File: config.mk
export PLATFORM = sky130hd
export DESIGN_NAME = stereo_tx_fifo
export DESIGN_NICKNAME = d
export VERILOG_FILES = /design/src/rtl/stx_pkg.sv /design/src/rtl/stx_store.sv /design/src/rtl/stx_refill_irq.sv /design/src/rtl/stereo_tx_fifo.sv
export SDC_FILE = /design/constraint.sdc
export NUM_CORES = 1
export LEC_CHECK = 0
export CELL_PAD_IN_SITES_DETAIL_PLACEMENT = 0
export CELL_PAD_IN_SITES_GLOBAL_PLACEMENT = 2
export CORE_UTILIZATION = 28
export DETAILED_ROUTE_END_ITERATION = 10
export HOLD_SLACK_MARGIN = 0.1
export PLACE_DENSITY_LB_ADDON = 0.2
export SYNTH_ARGS = -nofsm -noshare
export SYNTH_HDL_FRONTEND = slang
export SYNTH_SLANG_ARGS = --single-unit
File: constraint.sdc
create_clock -name clk -period 3.17 [get_ports clk]
set_input_delay 0.634 -clock clk [delete_from_list [all_inputs] [get_ports clk]]
set_output_delay 0.634 -clock clk [all_outputs]
set_load 0.03 [all_outputs]
File: src/rtl/stx_pkg.sv
package stx_pkg;

  typedef enum logic [1:0] {
    MODE_HALF  = 2'd0,
    MODE_WHOLE = 2'd1,
    MODE_ONE   = 2'd2,
    MODE_RSVD  = 2'd3
  } refill_mode_e;

  // Entries that must drain before a refill request; 0 means never.
  function automatic int unsigned drain_target(refill_mode_e m, int unsigned depth);
    case (m)
      MODE_HALF:  return depth / 2;
      MODE_WHOLE: return depth;
      MODE_ONE:   return 1;
      default:    return 0;
    endcase
  endfunction

  // Ring pointer advance for a depth that need not be a power of two.
  function automatic int unsigned ring_next(int unsigned ptr, int unsigned depth);
    return (ptr + 1 == depth) ? 0 : ptr + 1;
  endfunction

endpackage

File: src/rtl/stx_store.sv
module stx_store #(
  parameter int unsigned DEPTH    = 4,
  parameter int unsigned SAMPLE_W = 24,
  localparam int unsigned PTR_W   = (DEPTH > 1) ? $clog2(DEPTH) : 1,
  localparam int unsigned LVL_W   = $clog2(DEPTH + 1)
) (
  input  logic                clk,
  input  logic                rst_n,
  input  logic                push,
  input  logic [SAMPLE_W-1:0] push_l,
  input  logic [SAMPLE_W-1:0] push_r,
  input  logic                pop,
  output logic [SAMPLE_W-1:0] head_l,
  output logic [SAMPLE_W-1:0] head_r,
  output logic [LVL_W-1:0]    level,
  output logic                push_ok,
  output logic                pop_ok,
  output logic                pop_empty
);
  import stx_pkg::*;

  logic [SAMPLE_W-1:0] mem_l [DEPTH];
  logic [SAMPLE_W-1:0] mem_r [DEPTH];
  logic [PTR_W-1:0]    wr_ptr, rd_ptr;
  logic                is_empty, is_full;

  assign is_empty  = (level == '0);
  assign is_full   = (level == LVL_W'(DEPTH));
  assign push_ok   = push && !is_full;
  assign pop_ok    = pop && !is_empty;
  assign pop_empty = pop && is_empty;

  assign head_l = is_empty ? '0 : mem_l[rd_ptr];
  assign head_r = is_empty ? '0 : mem_r[rd_ptr];

  for (genvar i = 0; i < DEPTH; i++) begin : g_slot
    always_ff @(posedge clk) begin
      if (push_ok && wr_ptr == PTR_W'(i)) begin
        mem_l[i] <= push_l;
        mem_r[i] <= push_r;
      end
    end
  end

  always_ff @(posedge clk or negedge rst_n) begin
    if (!rst_n) begin
      wr_ptr <= '0;
      rd_ptr <= '0;
      level  <= '0;
    end else begin
      if (push_ok) wr_ptr <= PTR_W'(ring_next(int'(wr_ptr), DEPTH));
      if (pop_ok)  rd_ptr <= PTR_W'(ring_next(int'(rd_ptr), DEPTH));
      case ({push_ok, pop_ok})
        2'b10:   level <= level + 1'b1;
        2'b01:   level <= level - 1'b1;
        default: level <= level;
      endcase
    end
  end


  level_bound_chk: assert property (@(posedge clk) disable iff (!rst_n)
    level <= LVL_W'(DEPTH));


  full_push_chk: assert property (@(posedge clk) disable iff (!rst_n)
    (is_full && push && !pop) |=> (level == LVL_W'(DEPTH)));


  empty_pop_chk: assert property (@(posedge clk) disable iff (!rst_n)
    (is_empty && pop && !push) |=> (level == '0));

endmodule

File: src/rtl/stx_refill_irq.sv
module stx_refill_irq #(
  parameter int unsigned DEPTH  = 4,
  localparam int unsigned CNT_W = $clog2(DEPTH + 1)
) (
  input  logic                  clk,
  input  logic                  rst_n,
  input  stx_pkg::refill_mode_e mode,
  input  logic                  drained,
  input  logic                  ack,
  output logic                  flag,
  output logic                  refill_hit
);
  import stx_pkg::*;

  logic [CNT_W-1:0] cnt, cnt_inc, target;

  assign target     = CNT_W'(drain_target(mode, DEPTH));
  assign cnt_inc    = cnt + 1'b1;
  assign refill_hit = drained && (target != '0) && (cnt_inc >= target);

  always_ff @(posedge clk or negedge rst_n) begin
    if (!rst_n) begin
      cnt  <= '0;
      flag <= 1'b0;
    end else begin
      if (refill_hit)                    cnt <= '0;
      else if (drained && target != '0) cnt <= cnt_inc;
      if (refill_hit)   flag <= 1'b1;
      else if (ack)     flag <= 1'b0;
    end
  end


  hit_sets_flag_chk: assert property (@(posedge clk) disable iff (!rst_n)
    refill_hit |=> flag);


  flag_hold_chk: assert property (@(posedge clk) disable iff (!rst_n)
    (flag && !ack) |=> flag);


  rsvd_quiet_chk: assert property (@(posedge clk) disable iff (!rst_n)
    (mode == MODE_RSVD && !flag) |=> !flag);


  one_mode_chk: assert property (@(posedge clk) disable iff (!rst_n)
    (mode == MODE_ONE && drained) |=> flag);

endmodule

File: src/rtl/stereo_tx_fifo.sv
module stereo_tx_fifo #(
  parameter int unsigned DEPTH    = 4,
  parameter int unsigned SAMPLE_W = 24,
  localparam int unsigned LVL_W   = $clog2(DEPTH + 1)
) (
  input  logic                clk,
  input  logic                rst_n,
  input  logic                wr_en,
  input  logic [SAMPLE_W-1:0] wr_left,
  input  logic [SAMPLE_W-1:0] wr_right,
  input  logic                tx_pop,
  output logic [SAMPLE_W-1:0] tx_left,
  output logic [SAMPLE_W-1:0] tx_right,
  input  logic                mode_we,
  input  logic [1:0]          mode_wdata,
  input  logic                irq_en,
  input  logic                irq_ack,
  output logic                irq,
  output logic [LVL_W-1:0]    level,
  output logic                underrun
);
  import stx_pkg::*;

  refill_mode_e mode_q;
  logic         push_ok, pop_ok, pop_empty, refill_flag, refill_hit;

  always_ff @(posedge clk or negedge rst_n) begin
    if (!rst_n) begin
      mode_q   <= MODE_HALF;
      underrun <= 1'b0;
    end else begin
      if (mode_we)   mode_q   <= refill_mode_e'(mode_wdata);
      if (pop_empty) underrun <= 1'b1;
    end
  end

  stx_store #(.DEPTH(DEPTH), .SAMPLE_W(SAMPLE_W)) u_store (
    .clk, .rst_n,
    .push(wr_en), .push_l(wr_left), .push_r(wr_right),
    .pop(tx_pop), .head_l(tx_left), .head_r(tx_right),
    .level, .push_ok, .pop_ok, .pop_empty
  );

  stx_refill_irq #(.DEPTH(DEPTH)) u_irq (
    .clk, .rst_n, .mode(mode_q), .drained(pop_ok), .ack(irq_ack),
    .flag(refill_flag), .refill_hit
  );

  assign irq = refill_flag && irq_en;


  underrun_sticky_chk: assert property (@(posedge clk) disable iff (!rst_n)
    underrun |=> underrun);


  underrun_set_chk: assert property (@(posedge clk) disable iff (!rst_n)
    pop_empty |=> underrun);


  irq_gate_chk: assert property (@(posedge clk) disable iff (!rst_n)
    !irq_en |-> !irq);


  no_count_empty_chk: assert property (@(posedge clk) disable iff (!rst_n)
    pop_empty |-> !refill_hit);

endmodule

==> out/metrics.cfg, run 1 <==
[clock_tree]
cts-root-buf=clkbuf_16
clk_pin_slew_ns=0.06
clkSinkCount=206
clk-insertion-delay-late_ns=0.51
cts_tree=done
numCtsBuffers=24
clockBufferDepth=3
h-tree-depth=1

[place]
io_buffers=109
gp_congestion=0.636
place_hpwl_um=10800
pre_cts_ws_ns=0.360
post_dp_cell_area_mm2=0.00978

[routing]
vias_per_cell=4.37
vias=4059
wirelength_um=17500
wl_per_cell_um=18.9
postRouteAntennaNets=0
drt-pass1-iter-count=4
drtIter0Drc=168
remaining_drc_errors=0

[setup_path]
worstPathRequired_ns=2.54
crit_path_end_kind=primary output
path_cells=buf_12 > mux4_2 > nor2b_1 > clkdlybuf4s50_1
crit_fanout=6
cpPeakStageDelay_ns=0.73
criticalPathCategory=flip-flop to primary output
crit_path_start_kind=flip-flop
crit_arrival_ns=2.46
slowest_stage=clkdlybuf4s50_1

[logic_synthesis]
synth_area_per_cell_um2=21.0
ys_warn_count=0
ys_types=29
syn_nets=452
synthCells=384
seq_area_frac_synth_pct=75.8
synth.ff_latch_count=206
synthesis.area_mm2=0.00807

[cells_and_area]
nets=601
drive_above_1_share_pct=23.0
fillers=2658
area_growth_pct=32.4
n_antenna_cell=0
fin_area_mm2=0.0107
utilization_pct=38.0
seq_area_mm2=0.00612
multi_input_area_mm2=0.00182

[global_route]
gr-total-overflow=0
antenna_found_initial=0
grt_pass1_vias=4540
grt_usage_pct=12.3
grt_max_degree=50
grt_pass1_wl_um=26600

[timing]
hold_slack_ns=0.464
finalSetupTns_ns=0
slew-limit-headroom_pct=44.4
hold_violations=0
finClkSkew_ns=0.0145
final-max-slew-violation-count=0
min_period_ns=3.09
setup_slack_ns=0.0779
setup_viol=0
rsz0062_at_grt=false
tightest_slew_ns=0.831
fmax_mhz=323
period_share_pct=97.5

[pwr]
ir_drop_mv=0.467
power_density_mw_per_mm2=1020
power.leakage_nw=3.87

[floorplanning]
core_mm2=0.0281
start_util_pct=28.7
die_w_um=172
die_h_um=172
ioPinCount=110
dieArea_mm2=0.0295
rows=61

[job]
drv_cap=0

[outcome]
status=completed

[worst_hold_path]
min_path_type=flip-flop to flip-flop

metrics by stage:
stage / std cells / power [mW]
floorplan: 384 / 6.60
global placement: 876 / 8.45
detailed placement: 876 / 8.47
CTS: 929 / 11.2
global route: 929 / 11.5
finish: 929 / 10.9
Yosys cell counts:
library cell  number  area, µm²
a21o_1             4       30.0
a21oi_1            2       10.0
a31oi_1            2       12.5
and2_1             5       31.3
buf_1              3       11.3
buf_2              3       15.0
buf_4              1       7.51
buf_6              5       56.3
clkbuf_1           4       15.0
dfrtp_1           14        350
edfxtp_1         192       5770
fa_1               1       20.0
ha_1              10        125
inv_1             11       41.3
mux2_2             3       33.8
mux4_2            48       1080
nand2_1            8       30.0
nand2b_1           2       12.5
nand3_1            1       5.00
nor2_1             2       7.51
nor2b_1           49        307
nor3_1             1       5.00
nor3_2             1       10.0
o21ai_0            4       20.0
o22ai_1            2       12.5
o31ai_2            1       12.5
or2_2              1       6.26
xnor2_1            1       8.76
xor2_1             3       26.3
layout by cell type, fill, tap and decap left out, types with 2 or more instances in the layout:
| master | count |
|---|---|
| a21o_1 | 4 |
| a21oi_1 | 2 |
| a31oi_1 | 2 |
| and2_2 | 4 |
| buf_12 | 8 |
| buf_4 | 22 |
| bufinv_16 | 2 |
| clkbuf_1 | 2 |
| clkbuf_16 | 25 |
| clkdlybuf4s50_1 | 68 |
| clkinv_1 | 5 |
| clkinv_2 | 7 |
| clkinvlp_4 | 3 |
| dfrtp_1 | 12 |
| dfrtp_4 | 2 |
| dlygate4sd2_1 | 17 |
| dlymetal6s2s_1 | 24 |
| edfxtp_1 | 192 |
| ha_1 | 10 |
| inv_1 | 11 |
| mux2_2 | 3 |
| mux4_2 | 48 |
| nand2_1 | 8 |
| nand2b_1 | 2 |
| nor2_1 | 2 |
| nor2b_1 | 49 |
| o21ai_0 | 4 |
| o22ai_1 | 2 |
| xor2_1 | 3 |
path summary, 6_finish.rpt:
check	cells after the start	slack (ns)	to	from
min in group asynchronous	1	0.61	u_store.wr_ptr[1]	rst_n
worst min register to register	1	0.46	underrun	underrun
worst min-delay path	1	0.46	underrun	underrun
worst max-delay path	4	0.08	tx_left[19]	u_store.rd_ptr[0]
max in group asynchronous	1	1.95	u_store.rd_ptr[0]	rst_n
worst max register to register	8	1.06	u_store.level[2]	u_store.level[1]
power by group:
group          internal [mW]  switching [mW]  total, mW
combinational           2.00            2.51       4.50
sequential              3.58           0.196       3.78
clock                   1.59            1.04       2.63
kinds of logic (layout without fill, tap and decap cells):
logic type               count (synthesis)  count (layout)  share of synthesized area (%)
flip-flops                             206             206                           75.8
AO/OA/AOI/OAI                           15              15                           1.21
XOR/XNOR                                 4               4                          0.434
adder cells (fa/ha/maj)                 11              11                           1.80
multiplexers                            51              51                           13.8
AND/OR/NAND/NOR                         70              70                           5.13
buffers and inverters                   27             194                           1.81
sequential cells by signal (all words and copies together) (netlist names), 2 cells and up:
register and cells:
u_store.mem_l 96, u_store.rd_ptr 2, u_store.mem_r 96, u_irq.cnt 3, mode_q 2, u_store.level 3
u_store.wr_ptr 2
final cells by class:
cell class,count,area share [%]
sequential,206,57.3
multi-input combinational,151,17.0
timing repair buffer,139,13.6
clock buffer,27,5.93
tap,378,4.43
clock inverter,17,1.28
inverter,11,0.387
timing repair:
action,CTS,global route
hold buffers,0,0
endpoints found under the setup margin,48,24
gates resized for setup,18,24
setup buffers,9,0
critical path: cells and delay by family (launching register included):
| kind | cells | cell delay [ns] |
|---|---|---|
| buf+inv | 2 | 0.89 |
| flops | 1 | 0.50 |
| mux | 1 | 0.33 |
| simple gates | 1 | 0.24 |
routing by layer:
metal | part of all wire [%] | GRT usage (%)
met1 | 44 | 15.8
met2 | 50 | 21.1
met3 | 3.8 | 2.35
met4 | 2.4 | 3.42
met5 | 0 | 0
Power figures use the tool's default switching activity.
==> run 2, diff against run 1 <==
Settings changed: PLACE_DENSITY set to 0.63, PLACE_DENSITY_LB_ADDON 0.2 to unset.
Clock period 3.17 ns to 2.49 ns, I/O delays scaled along.
==> out/metrics.cfg, run 2 (synthesis gave the netlist of run 1 again) <==
[pwr]
power_density_mw_per_mm2=1340
power.total_mw=14.8
power.leakage_nw=3.91
ir_drop_mv=0.760

[timing]
setup_viol=40
finClkSkew_ns=0.0108
setup_slack_ns=-0.149
tightest_slew_ns=0.716
rsz0062_at_grt=true
fmax_mhz=379
final-max-slew-violation-count=0
period_share_pct=106
min_period_ns=2.64
hold_violations=0
slew-limit-headroom_pct=52.1

[place]
gp_congestion=0.671
pre_cts_ws_ns=-0.00555
io_buffers=109
place_hpwl_um=10300

[setup_path]
r2r-start=u_irq.cnt[0]
crit_path_end_kind=primary output
startpoint=u_store.rd_ptr[0]
cp-endpoint=tx_left[16]
timing.rr.end=u_irq.cnt[0]
crit_arrival_ns=2.14
crit_path_start_kind=flip-flop
crit_fanout=5
reg2reg_slack_ns=0.48
worstPathRequired_ns=1.99
ff2ff_path_depth=7
criticalPathCategory=flip-flop to primary output

[cells_and_area]
n_antenna_cell=0
fillers=2608
area_growth_pct=37.6
drive_above_1_share_pct=36.9
mostFrequentLayoutCells=edfxtp_1 (192), clkdlybuf4s50_1 (61), mux4_2 (48), buf_4 (40), buf_6 (33)
nets=621
final_common_cell=edfxtp_1
reg_top3=u_store.mem_l (96), u_store.mem_r (96)

[outcome]
violations=setup timing
status=finished with violations

[clock_tree]
h-tree-depth=1
cts_tree=done
clk_pin_slew_ns=0.06
ctsHoldBuffers=0
clockBufferDepth=3
clk-insertion-delay-late_ns=0.50
cts-root-buf=clkbuf_16
clkSinkCount=206
numCtsBuffers=24

[global_route]
gr-total-overflow=0
grt_max_degree=33
grt_pass1_wl_um=26500
grt_usage_pct=12.2
grt_pass1_vias=4494
antenna_found_initial=0

[routing]
vias_per_cell=4.35
drt-pass1-iter-count=4
postRouteAntennaNets=0
drtIter0Drc=182
wl_per_cell_um=18.9
remaining_drc_errors=0
vias=4120
wirelength_um=17900

[floorplanning]
rows=61
ioPinCount=110
core_mm2=0.0281
dieArea_mm2=0.0295
die_h_um=172
start_util_pct=28.7
die_w_um=172

[job]
drv_cap=0

[worst_hold_path]
min_path_type=input pin to async pin

==> run 2: cell types whose count changed in the layout (fill, tap and decap cells not counted), moves of 4 or more <==
cell / previous run / this run
buf_12: 8 / 19
buf_4: 22 / 40
buf_6: 0 / 33
clkbuf_1: 2 / 6
clkdlybuf4s50_1: 68 / 61
clkinv_2: 7 / 2
dlygate4sd2_1: 17 / 0
dlymetal6s2s_1: 24 / 0
nor2b_1: 49 / 28
nor2b_4: 0 / 21
==> run 2: worst max-delay path, cell delays in order (launching register included) <==
cell	delay (ns)
dfrtp_4	0.55
buf_12	0.17
buf_16	0.13
buf_6	0.11
mux4_2	0.41
nor2b_4	0.14
buf_6	0.13
==> run 2: per-stage QoR <==
step                      hold slack, ns  utilization [%]  std cells  instance area [µm²]  setup TNS (ns)
after global placement             0.447             35.1        875                 9870        -0.00328
after detailed placement           0.456             35.1        875                 9870        -0.00555
after CTS                          0.440             38.6        938                10800           -6.19
final                              0.427             39.5        947                11100           -2.93
after global routing               0.484             39.5        947                11100           -6.26
after floorplan                    0.202                -        384                 8070               0
==> run 2: worst min-delay path by stage <==
stage                   from                 to  cells after the start
floorplan              rst_n          mode_q[0]                      0
global placement    underrun           underrun                      1
detailed placement  underrun           underrun                      1
CTS                    rst_n  u_store.wr_ptr[1]                      1
global route           rst_n           underrun                      1
finish                 rst_n         u_irq.flag                      1
==> run 2: area by class of cell <==
type | count | area [µm²] | area share (%)
clock buffer | 31 | 648 | 5.84
clock inverter | 11 | 62.6 | 0.564
inverter | 11 | 41.3 | 0.372
multi-input combinational | 151 | 1980 | 17.8
sequential | 206 | 6120 | 55.1
tap | 378 | 473 | 4.26
timing repair buffer | 159 | 1780 | 16.0
==> run 2: what timing repair did <==
item | in CTS | in global routing
gates resized for setup | 278 | 64
setup buffers | 18 | 9
pin swaps | 0 | 1
setup endpoints to repair | 48 | 48
cloned | 3 | 1
==> run 2: per-layer routing <==
| metal | routed length, µm | GRT usage, % | vias up | share of wire, % |
|---|---|---|---|---|
| met5 | 0 | 0 | - | 0 |
| met4 | 364 | 3.35 | 0 | 2.0 |
| met3 | 824 | 2.55 | 30 | 4.6 |
| met2 | 9390 | 22.1 | 97 | 52 |
| met1 | 7310 | 14.4 | 2131 | 41 |
| li1 | - | - | 1862 | - |
==> run 2: report_power, final <==
group / internal, mW / leakage [nW] / switching [mW]
Sequential: 4.55 / 1.92 / 0.246
Clock: 1.83 / 0.337 / 1.32
Combinational: 3.39 / 1.65 / 3.51
Total: 9.77 / 3.91 / 5.07
==> run 3, diff against run 2 <==
Settings changed: SLEW_MARGIN set to 20.
==> results of run 3 <==
No change in the layout: final DEF, timing and power equal those of run 2.
